<file path="src/rtl/bank_dec_pkg.sv">
package bank_dec_pkg;
  typedef enum logic [2:0] {
    REG_RAM    = 3'd0,
    REG_BASIC  = 3'd1,
    REG_KERNAL = 3'd2,
    REG_CHAR   = 3'd3,
    REG_IO     = 3'd4
  } region_e;
endpackage

</file>
<file path="src/rtl/bank_cfg_reg.sv">
module bank_cfg_reg #(
  parameter int DIN_W     = 8,
  parameter int CFG_W     = 3,
  parameter int RESET_CFG = 7
) (
  input  logic             clk,
  input  logic             rst,
  input  logic             we,
  input  logic [DIN_W-1:0] din,
  output logic [CFG_W-1:0] cfg
);
  always_ff @(posedge clk) begin
    if (rst)     cfg <= CFG_W'(RESET_CFG);
    else if (we) cfg <= din[CFG_W-1:0];
  end
endmodule

</file>
<file path="src/rtl/bank_page_map.sv">
module bank_page_map
  import bank_dec_pkg::*;
#(
  parameter int CFG_W        = 3,
  parameter int PAGE_W       = 4,
  parameter int BASIC_PAGE   = 10,
  parameter int BASIC_PAGES  = 2,
  parameter int HOLE_PAGE    = 13,
  parameter int KERNAL_PAGE  = 14,
  parameter int KERNAL_PAGES = 2
) (
  input  logic [CFG_W-1:0]  cfg,
  input  logic [PAGE_W-1:0] page,
  input  logic              is_write,
  output region_e           region
);
  localparam int NCFG  = 1 << CFG_W;
  localparam int NPAGE = 1 << PAGE_W;

  // Mode bits: bit1 exposes KERNAL, bits[1:0]==3 add BASIC,
  // bits[1:0]!=0 open the page-13 hole, bit2 picks I/O over char ROM there.
  function automatic region_e rd_class(int c, int p);
    logic hole_open, kern_on, basic_on, io_on;
    hole_open = (c & 3) != 0;
    kern_on   = (c & 2) != 0;
    basic_on  = (c & 3) == 3;
    io_on     = (c & 4) != 0;
    if (p >= BASIC_PAGE && p < BASIC_PAGE + BASIC_PAGES)
      return basic_on ? REG_BASIC : REG_RAM;
    if (p >= KERNAL_PAGE && p < KERNAL_PAGE + KERNAL_PAGES)
      return kern_on ? REG_KERNAL : REG_RAM;
    if (p == HOLE_PAGE && hole_open)
      return io_on ? REG_IO : REG_CHAR;
    return REG_RAM;
  endfunction

  function automatic region_e wr_class(int c, int p);
    if (p == HOLE_PAGE && (c & 3) != 0 && (c & 4) != 0) return REG_IO;
    return REG_RAM;
  endfunction

  region_e rd_tbl [NCFG][NPAGE];
  region_e wr_tbl [NCFG][NPAGE];

  for (genvar c = 0; c < NCFG; c++) begin : g_cfg
    for (genvar p = 0; p < NPAGE; p++) begin : g_page
      assign rd_tbl[c][p] = rd_class(c, p);
      assign wr_tbl[c][p] = wr_class(c, p);
    end
  end

  assign region = is_write ? wr_tbl[cfg][page] : rd_tbl[cfg][page];
endmodule

</file>
<file path="src/rtl/bank_offset.sv">
module bank_offset
  import bank_dec_pkg::*;
#(
  parameter int ADDR_W      = 16,
  parameter int PAGE_W      = 4,
  parameter int BASIC_PAGE  = 10,
  parameter int HOLE_PAGE   = 13,
  parameter int KERNAL_PAGE = 14
) (
  input  region_e           region,
  input  logic [ADDR_W-1:0] addr,
  output logic [ADDR_W-1:0] offset
);
  localparam int OFS_W = ADDR_W - PAGE_W;
  localparam logic [ADDR_W-1:0] BASIC_BASE  = ADDR_W'(BASIC_PAGE  << OFS_W);
  localparam logic [ADDR_W-1:0] HOLE_BASE   = ADDR_W'(HOLE_PAGE   << OFS_W);
  localparam logic [ADDR_W-1:0] KERNAL_BASE = ADDR_W'(KERNAL_PAGE << OFS_W);

  logic [ADDR_W-1:0] base;
  always_comb begin
    unique case (region)
      REG_BASIC:        base = BASIC_BASE;
      REG_KERNAL:       base = KERNAL_BASE;
      REG_CHAR, REG_IO: base = HOLE_BASE;
      default:          base = '0;
    endcase
  end

  assign offset = addr - base;
endmodule

</file>
<file path="src/rtl/bank_decoder.sv">
module bank_decoder
  import bank_dec_pkg::*;
#(
  parameter int              ADDR_W       = 16,
  parameter int              PAGE_W       = 4,
  parameter int              CFG_W        = 3,
  parameter int              DIN_W        = 8,
  parameter int              RESET_CFG    = 7,
  parameter int              BASIC_PAGE   = 10,
  parameter int              BASIC_PAGES  = 2,
  parameter int              HOLE_PAGE    = 13,
  parameter int              KERNAL_PAGE  = 14,
  parameter int              KERNAL_PAGES = 2,
  parameter logic [15:0]     PATCH_ADDR   = 16'hE388,
  parameter logic [7:0]      TRAP_OP      = 8'h02
) (
  input  logic              clk,
  input  logic              rst,
  input  logic              port_we,
  input  logic [DIN_W-1:0]  port_din,
  input  logic [ADDR_W-1:0] bus_addr,
  input  logic              bus_wr,
  input  logic              patch_en,
  output logic [2:0]        map_sel,
  output logic [ADDR_W-1:0] map_offset,
  output logic              patch_hit,
  output logic [7:0]        subst_op
);
  localparam int OFS_W = ADDR_W - PAGE_W;

  logic [CFG_W-1:0]  cfg_q;
  region_e           region_d;
  logic [ADDR_W-1:0] offset_d;
  logic              hit_d;

  bank_cfg_reg #(
    .DIN_W(DIN_W), .CFG_W(CFG_W), .RESET_CFG(RESET_CFG)
  ) u_cfg (
    .clk(clk), .rst(rst), .we(port_we), .din(port_din), .cfg(cfg_q)
  );

  bank_page_map #(
    .CFG_W(CFG_W), .PAGE_W(PAGE_W),
    .BASIC_PAGE(BASIC_PAGE), .BASIC_PAGES(BASIC_PAGES),
    .HOLE_PAGE(HOLE_PAGE),
    .KERNAL_PAGE(KERNAL_PAGE), .KERNAL_PAGES(KERNAL_PAGES)
  ) u_map (
    .cfg(cfg_q), .page(bus_addr[ADDR_W-1:OFS_W]), .is_write(bus_wr),
    .region(region_d)
  );

  bank_offset #(
    .ADDR_W(ADDR_W), .PAGE_W(PAGE_W), .BASIC_PAGE(BASIC_PAGE),
    .HOLE_PAGE(HOLE_PAGE), .KERNAL_PAGE(KERNAL_PAGE)
  ) u_ofs (
    .region(region_d), .addr(bus_addr), .offset(offset_d)
  );

  assign hit_d = !bus_wr && patch_en && (region_d == REG_KERNAL) &&
                 (bus_addr == ADDR_W'(PATCH_ADDR));

  always_ff @(posedge clk) begin
    if (rst) begin
      map_sel    <= 3'(REG_RAM);
      map_offset <= '0;
      patch_hit  <= 1'b0;
      subst_op   <= '0;
    end else begin
      map_sel    <= 3'(region_d);
      map_offset <= offset_d;
      patch_hit  <= hit_d;
      subst_op   <= hit_d ? TRAP_OP : 8'h00;
    end
  end
endmodule

</file>
<file path="config.mk">
export PLATFORM = sky130hd
export DESIGN_NAME = bank_decoder
export DESIGN_NICKNAME = d
export VERILOG_FILES = /design/src/rtl/bank_dec_pkg.sv /design/src/rtl/bank_cfg_reg.sv /design/src/rtl/bank_page_map.sv /design/src/rtl/bank_offset.sv /design/src/rtl/bank_decoder.sv
export SDC_FILE = /design/constraint.sdc
export NUM_CORES = 1
export LEC_CHECK = 0
export CAP_MARGIN = 25
export CORE_AREA = 5 5 67 69
export DETAILED_ROUTE_END_ITERATION = 10
export DIE_AREA = 0 0 72 74
export PLACE_DENSITY_LB_ADDON = 0.2
export SLEW_MARGIN = 20
export SYNTH_ARGS = -nofsm -noshare
export SYNTH_HDL_FRONTEND = slang
export SYNTH_HIERARCHICAL = 1
export SYNTH_SLANG_ARGS = --single-unit
</file>
<file path="constraint.sdc">
create_clock -name clk -period 5.1 [get_ports clk]
set_clock_uncertainty 0.1 [all_clocks]
set_input_delay 0.51 -clock clk [delete_from_list [all_inputs] [get_ports clk]]
set_output_delay 0.51 -clock clk [all_outputs]
set_load 0.01 [all_outputs]
</file>
# Word level (Yosys, flattened, before mapping)
# Memory sizes are Yosys's and may differ from the RTL's.
# Index checks and enable logic that the tools add are counted.
# word_totals
regBits,31
mem_bits_ro,768
out_inout_bits,28
word_cells,35
memories,2
# mem_list
name,words,width,rd,rd_ports_with_merged_regs,write_ports,line,source
(name not given),8,48,1,0,0,bank_page_map.sv:52,assign region = is_write ? wr_tbl[cfg][page] : rd_tbl[cfg][page];
(name not given),8,48,1,0,0,bank_page_map.sv:52,
# classes
addsub,1
magnitude_cmp,2
eq_ne,5
n_mux,13
bitwise_logic,2
n_reduce_logical,5
# op_table
operator,count
two-way mux 48 bit,4
case mux 16 bit (3 select lines),1
binary-select mux 3 bit (select 4 bit),2
== test 16 bit (second input constant),1
subtractor 16 bit,1
two-way mux 3 bit,5
== test 3 x 2 -> 1 bit (second input constant),2
greater-or-equal comparator 5 bit (second input constant),1
NOT 4 -> 5 bit,1
greater-or-equal comparator 4 bit (second input constant),1
NOT 3 -> 4 bit,1
== test 3 x 1 -> 1 bit (second input constant),1
== test 3 bit (second input constant),1
logical AND 1 bit,3
two-way mux 2 bit,1
OR reduction 2 bit,1
logical NOT 1 bit,1

# Depth between registers and ports, before layout
# Gate-level depths: netlist (run 1).
# logic_depth
word_depth,12
mapped_depth,11

# Cells and area by module
# The synthesis (run 1) kept the hierarchy.
# modules_own_cells
module,n_inst,cells_each,area_per_inst_um2,seq_area_each_um2
bank_decoder,1,57,653.1,400.4
bank_offset,1,34,260.2,0.0
bank_cfg_reg,1,9,105.1,60.1
bank_page_map,1,13,80.1,0.0

# Worst setup path before layout (run 1)
# OpenSTA, ideal clock, no wires.
# synth_timing
path_type,in2reg
start,input bus_addr[13]
end,register map_offset[13]
t_arrival_ps,2356
t_required_ps,4886
slack_ps,2530
stages,8
cell_sequence,nand2b_1 > nor3_1 > and2b_1 > a22o_1 > ha_1 > fa_1 > inv_1 > nor2b_1
# synth_via
elab_chain_len,9
word_cells_on_any_way,15
classes_between,1 x add/sub; 4 x eq/ne; 8 x mux; 1 x bitwise; 1 x reduce/logical
# synth_rtl
element,line,source
from (decl),bank_decoder.sv:21,"input logic [ADDR_W-1:0] bus_addr,"
NOT 4 -> 5 bit (implied by the code) *,bank_page_map.sv:52,
binary-select mux 3 bit (select 4 bit),bank_page_map.sv:52,
two-way mux 3 bit (implied by the code) (2 in a row),bank_page_map.sv:52,
two-way mux 3 bit *,bank_page_map.sv:52,
named net region_d[2],bank_decoder.sv:32,region_e region_d;
== test 3 x 2 -> 1 bit / == test 3 bit (equally long branches),bank_offset.sv:21,unique case (region)
OR reduction 2 bit,bank_offset.sv:21,
case mux 16 bit (3 select lines) *,bank_offset.sv:21,
subtractor 16 bit *,bank_offset.sv:29,assign offset = addr - base;
named net offset_d[13],bank_decoder.sv:33,logic [ADDR_W-1:0] offset_d;
to (signal assigned),bank_decoder.sv:70,map_offset <= offset_d;
to (decl),bank_decoder.sv:25,"output logic [ADDR_W-1:0] map_offset,"
# The timed path passes the listed nets; every way through them passes the cells marked *. The select of a mux whose other input is x is not followed.
# A chain may end at the register's enable or synchronous reset.

# Worst setup path after layout (run 1)
# layout_timing
start,input bus_addr[13]
end,register map_offset[14]
# The elaborated chain is that of the path after synthesis.

==> results.yml, run 1 <==
logic_synthesis:
  synth_ff_type: "dfxtp_1"
  synth_seq_area_share_pct: 41.91
  synthCells: 113
  synth.yosys.warnings: 6
  synth_top_area_cell: "dfxtp_1"
  ys_types: 29
  async_flop_share_pct: 0
  synth_common_cells: "dfxtp_1, nor2b_1, buf_4"
  yosysMostFrequentCell: "dfxtp_1"
  syn_area_um2: 1099
  ys_ff_latch: 23
  synth_edf_count: 0
  yosysTopAreaCellShare_pct: 41.91
  synth_area_per_cell_um2: 9.722
  yosys-top-cells-area: "dfxtp_1, buf_4, nor2b_1, ha_1, xnor2_1"
clocking:
  clk_latency_ps: 250
  cts_hold_buffers: 0
  cts.sinks: 23
  ctsResizeCount: 0
  root_buffer: "clkbuf_8"
  cts_tree: "yes"
  cts-buffers-inserted: 3
  post_cts_buffers: 0
  cts.clk_slew.worst_paths_ps: 80
  clockBufferDepth: 2
  htree_levels: 1
route:
  route.vias.total: 813
  drtPass1Iterations: 4
  wl_per_cell_um: 11.67
  vias_per_cell: 4.148
  ant_nets: 0
  finalWirelength_mm: 2.287
  drc_errors: 0
  drt_iter0_drc: 17
sta:
  tightest_slew_ps: 770.1
  timing.fmax_ghz: 0.3070
  hold_slack_ps: 542.2
  final-hold-violation-count: 0
  setup_violations: 0
  maxSlewHeadroom_pct: 48.27
  layout_setup_ws_ps: 1843
  finalCriticalPeriod_ps: 3257
  drv_slew: 0
  setup_tns_ps: 0
  rsz0062_at_grt: "no"
  finalCritPeriodShare_pct: 63.86
cells_and_area:
  area_delta_synth_final_pct: 37.93
  antennaDiodeCount: 0
  utilization_pct: 39.29
  drive_gt1_share_pct: 4.795
  fin_nets: 180
status:
  outcome: "complete, no violations"
place:
  place_congestion: 0.7594
  port_buffers: 44
  pre_cts_ws_ps: 1604
  dp_hpwl_mm: 1.789
critical_path:
  crit_arrival_ps: 3270
  critPathTopFamily: "simple AND/OR/NAND/NOR gates"
  critical_path.max_fanout: 7
  crit_buf_inv: 1
  startpoint_type: "primary input"
  endpoint_kind: "flip-flop"
  crit_chain: "clkdlybuf4s50_1, nand2b_1, nor3_1, and2b_1, a22o_1, ha_1, fa_1, xnor2_1, nor2b_1"
  critical_path_class: "primary input to flip-flop"
  required_ps: 5120
  cpMaxStageDelayCell: "nor3_1"
  cp_slowest_stage_delay_ps: 640
power:
  p_leak_nw: 0.6003
  total_power_w: 0.0003776
  ir_drop_mv: 0.08803
  powerDensity_nw_per_um2: 249.2
global_route:
  top_usage_layer: "met2"
  grt_max_degree: 23
  use_met3_pct: 2.568
  grt_remaining_overflow: 0
  met2_usage_pct: 15.00
  grt_pass1_wl_mm: 3.822
  grt_use_total_pct: 9.187
  use_met1_pct: 11.50
  grt_pass1_vias: 840
  antenna_found_initial: 0
floorplanning:
  std_cell_rows: 23
  start_util_pct: 28.49
  ioPinCount: 57
  die_area_um2: 5328
  fp.dieH_um: 74
  die_w_um: 72
  core_area_um2: 3856
run:
  maxCapViolCount: 0
worst_hold_path:
  hold_path_class: "flip-flop to flip-flop"
-- cell families (layout without fill, tap and decap cells) --
logic type	count (synthesis)	count (layout)	share of synthesized area, %
other	1	7	0.3414
adders and majority gates	4	4	5.240
and+or+nand+nor	40	40	24.83
AOI/OAI and AO/OA	11	11	6.948
xor gates and xnor gates	5	5	3.986
DFF	23	23	41.91
buffers and inverters	29	56	16.74
-- report_power, final --
group | switching (W) | internal (W) | total (W)
sequential | 0.00000374 | 0.000190 | 0.000194
combinational | 0.0000300 | 0.0000452 | 0.0000752
clock | 0.0000533 | 0.0000555 | 0.000109
total | 0.0000870 | 0.000291 | 0.000378
-- registers in the layout, indices dropped and copies added, names as in the netlist --
| name | count |
|---|---|
| map_offset | 16 |
| map_sel | 3 |
| u_cfg/cfg | 3 |
| subst_op | 1 |
-- stage by stage --
step	std cells	instance area, µm²
3_3_place_gp	192	1470
6_report	196	1515
2_1_floorplan	119	1121
3_5_place_dp	192	1470
5_1_grt	196	1515
4_1_cts	196	1515
-- routing by layer --
metal	vias to the layer above	part of all wire [%]
met5	-	0
met4	0	0.61
met3	2	9.6
met2	39	45
met1	367	45
li1	405	-
-- area by class of cell --
| type | instances | area, µm² |
|---|---|---|
| Multi-Input combinational cell | 67 | 476.7 |
| Clock buffer | 4 | 45.04 |
| Sequential cell | 23 | 460.4 |
| Timing Repair Buffer | 44 | 440.4 |
| Tap cell | 50 | 62.56 |
| Inverter | 8 | 30.03 |
| Fill cell | 397 | 2341 |
-- worst paths after layout --
kind | startpoint | to | slack (ps) | cells after the start
worst max-delay path | bus_addr[13] | map_offset[14] | 1840 | 9
worst min-delay path | u_cfg/cfg[2] | u_cfg/cfg[2] | 540 | 2
worst max register to register | u_cfg/cfg[0] | map_offset[14] | 2340 | 8
worst min register to register | u_cfg/cfg[2] | u_cfg/cfg[2] | 540 | 2
-- worst min-delay path, delay by kind of cell, from the launching register on --
family,cells,cell delay (ps)
AO/OA/AOI/OAI,1,90
flip-flops,1,380
AND/OR/NAND/NOR,1,150
-- layout by cell type, fill, tap and decap left out, types with 2 or more instances in the layout --
cell type / n
nand2_1: 2
a211o_1: 3
xnor2_1: 4
conb_1: 7
nor3_1: 2
nor4b_1: 2
ha_1: 3
dfxtp_1: 23
nor2_1: 2
inv_1: 8
nor2b_1: 22
clkdlybuf4s50_1: 44
a21oi_1: 4
nand4b_1: 2
clkbuf_8: 3
Note: power is estimated with default switching activity, not from simulation.
==> run 2, diff against run 1 <==
==> constraint.sdc (replaced) <==
create_clock -name clk -period 3 [get_ports clk]
set_clock_uncertainty 0.1 [all_clocks]
set_input_delay 0.3 -clock clk [delete_from_list [all_inputs] [get_ports clk]]
set_output_delay 0.3 -clock clk [all_outputs]
set_load 0.01 [all_outputs]
==> results.yml, run 2 (synthesized netlist as in run 1, its figures left out) <==
floorplanning:
  ioPinCount: 57
  start_util_pct: 28.49
  core_area_um2: 3856
  std_cell_rows: 23
  fp.dieH_um: 74
  die_area_um2: 5328
  die_w_um: 72
global_route:
  antenna_found_initial: 0
  grt_use_total_pct: 9.471
  grt_pass1_wl_mm: 3.960
  grt_pass1_vias: 863
  grt_remaining_overflow: 0
  grt_max_degree: 23
sta:
  finalCriticalPeriod_ps: 2655
  tightest_slew_ps: 802.8
  setup_violations: 0
  drv_slew: 0
  finalCritPeriodShare_pct: 88.51
  timing.fmax_ghz: 0.3766
  final-hold-violation-count: 0
  rsz0062_at_grt: "no"
  maxSlewHeadroom_pct: 46.31
  setup_tns_ps: 0
cells_and_area:
  mostFrequentLayoutCell: "clkdlybuf4s50_1"
  largest_register: "map_offset"
  design_area_um2: 1569
  reg_top3: "map_offset: 16 flops, map_sel: 3 flops, u_cfg/cfg: 3 flops"
  mostFrequentLayoutCells: "clkdlybuf4s50_1, dfxtp_1, nor2b_1, inv_1"
  fin_nets: 187
  largest_reg_flops: 16
  antennaDiodeCount: 0
  area_delta_synth_final_pct: 42.82
  utilization_pct: 40.69
  drive_gt1_share_pct: 9.804
power:
  ir_drop_mv: 0.1742
  powerDensity_nw_per_um2: 414.4
  p_leak_nw: 0.6379
  total_power_w: 0.0006503
clocking:
  htree_levels: 1
  clk_latency_ps: 260
  cts.clk_slew.worst_paths_ps: 80
  clockBufferDepth: 2
  cts-buffers-inserted: 3
  cts_hold_buffers: 0
  cts_tree: "yes"
  root_buffer: "clkbuf_8"
  cts.sinks: 23
  post_cts_buffers: 0
  ctsResizeCount: 0
worst_hold_path:
  hold_path_class: "primary input to flip-flop"
  hp-start: "bus_addr[7]"
route:
  drc_errors: 0
  route.vias.total: 823
  drt_iter0_drc: 13
  wl_per_cell_um: 11.63
  vias_per_cell: 4.054
  ant_nets: 0
  finalWirelength_mm: 2.361
  drtPass1Iterations: 4
critical_path:
  critical_path.max_fanout: 4
  r2r_slack_ps: 500
  r2r-start: "u_cfg/cfg[0]"
  setup.worst_path.end: "map_offset[14]"
  required_ps: 3020
  crit_arrival_ps: 2670
  worstReg2RegEnd: "map_offset[14]"
  endpoint_kind: "flip-flop"
  startpoint_type: "primary input"
  crit_start: "bus_addr[14]"
  critical_path_class: "primary input to flip-flop"
  reg2regPathDepth: 9
status:
  outcome: "complete, no violations"
place:
  dp_hpwl_mm: 1.851
  place_congestion: 0.7566
  placed_area_um2: 1523
  port_buffers: 44
run:
  maxCapViolCount: 0
## run 2: changes by cell type in the layout (fill, tap and decap cells not counted)
cell / delta
buf_4: +7
clkinv_2: +1
clkbuf_1: -1
## run 2: per-stage QoR
stage                     hold slack (ps)  setup slack [ps]  instances
after floorplan                     271.6             639.9        119
after global placement              502.0             96.22        199
after detailed placement            514.9             97.59        199
after CTS                           505.7             361.9        203
after global routing                514.1             218.2        203
final                               515.0             344.6        203
## run 2: power breakdown
group / internal [W] / switching [W]
combinational: 0.0000814 / 0.0000516
sequential: 0.000323 / 0.00000663
clock: 0.0000924 / 0.0000955
## run 2: per-layer routing
metal  routed length [µm]  track usage (%)  share of wire, %  vias up
met1                 1112            12.24                47      365
met2                 1030            15.10                44       37
met3                  202            2.973               8.6        2
met4                   16            3.132              0.68        0
met5                    0                0                 0        -
li1                     -                -                 -      419
## run 2: worst min path at each step
stage,to,cells past startpoint
finish,map_offset[7],2
detailed placement,u_cfg/cfg[2],2
global placement,u_cfg/cfg[0],2
floorplan,map_offset[0],1
global route,u_cfg/cfg[0],2
CTS,map_offset[7],2
## run 2: critical path, stage by stage
cell	delay (ps)
clkdlybuf4s50_1	500
o21ai_1	100
o31a_1	290
nor3b_2	310
nor2_1	120
a22o_1	210
ha_1	210
fa_1	380
xnor2_1	140
nor2b_1	130
## run 2: cell type report
| cell class | instances | area, µm² |
|---|---|---|
| Clock inverter | 1 | 5.005 |
| Multi-Input combinational cell | 67 | 476.7 |
| Fill cell | 393 | 2287 |
| Inverter | 8 | 30.03 |
| Sequential cell | 23 | 460.4 |
| Tap cell | 50 | 62.56 |
| Clock buffer | 3 | 41.29 |
| Timing Repair Buffer | 51 | 493.0 |
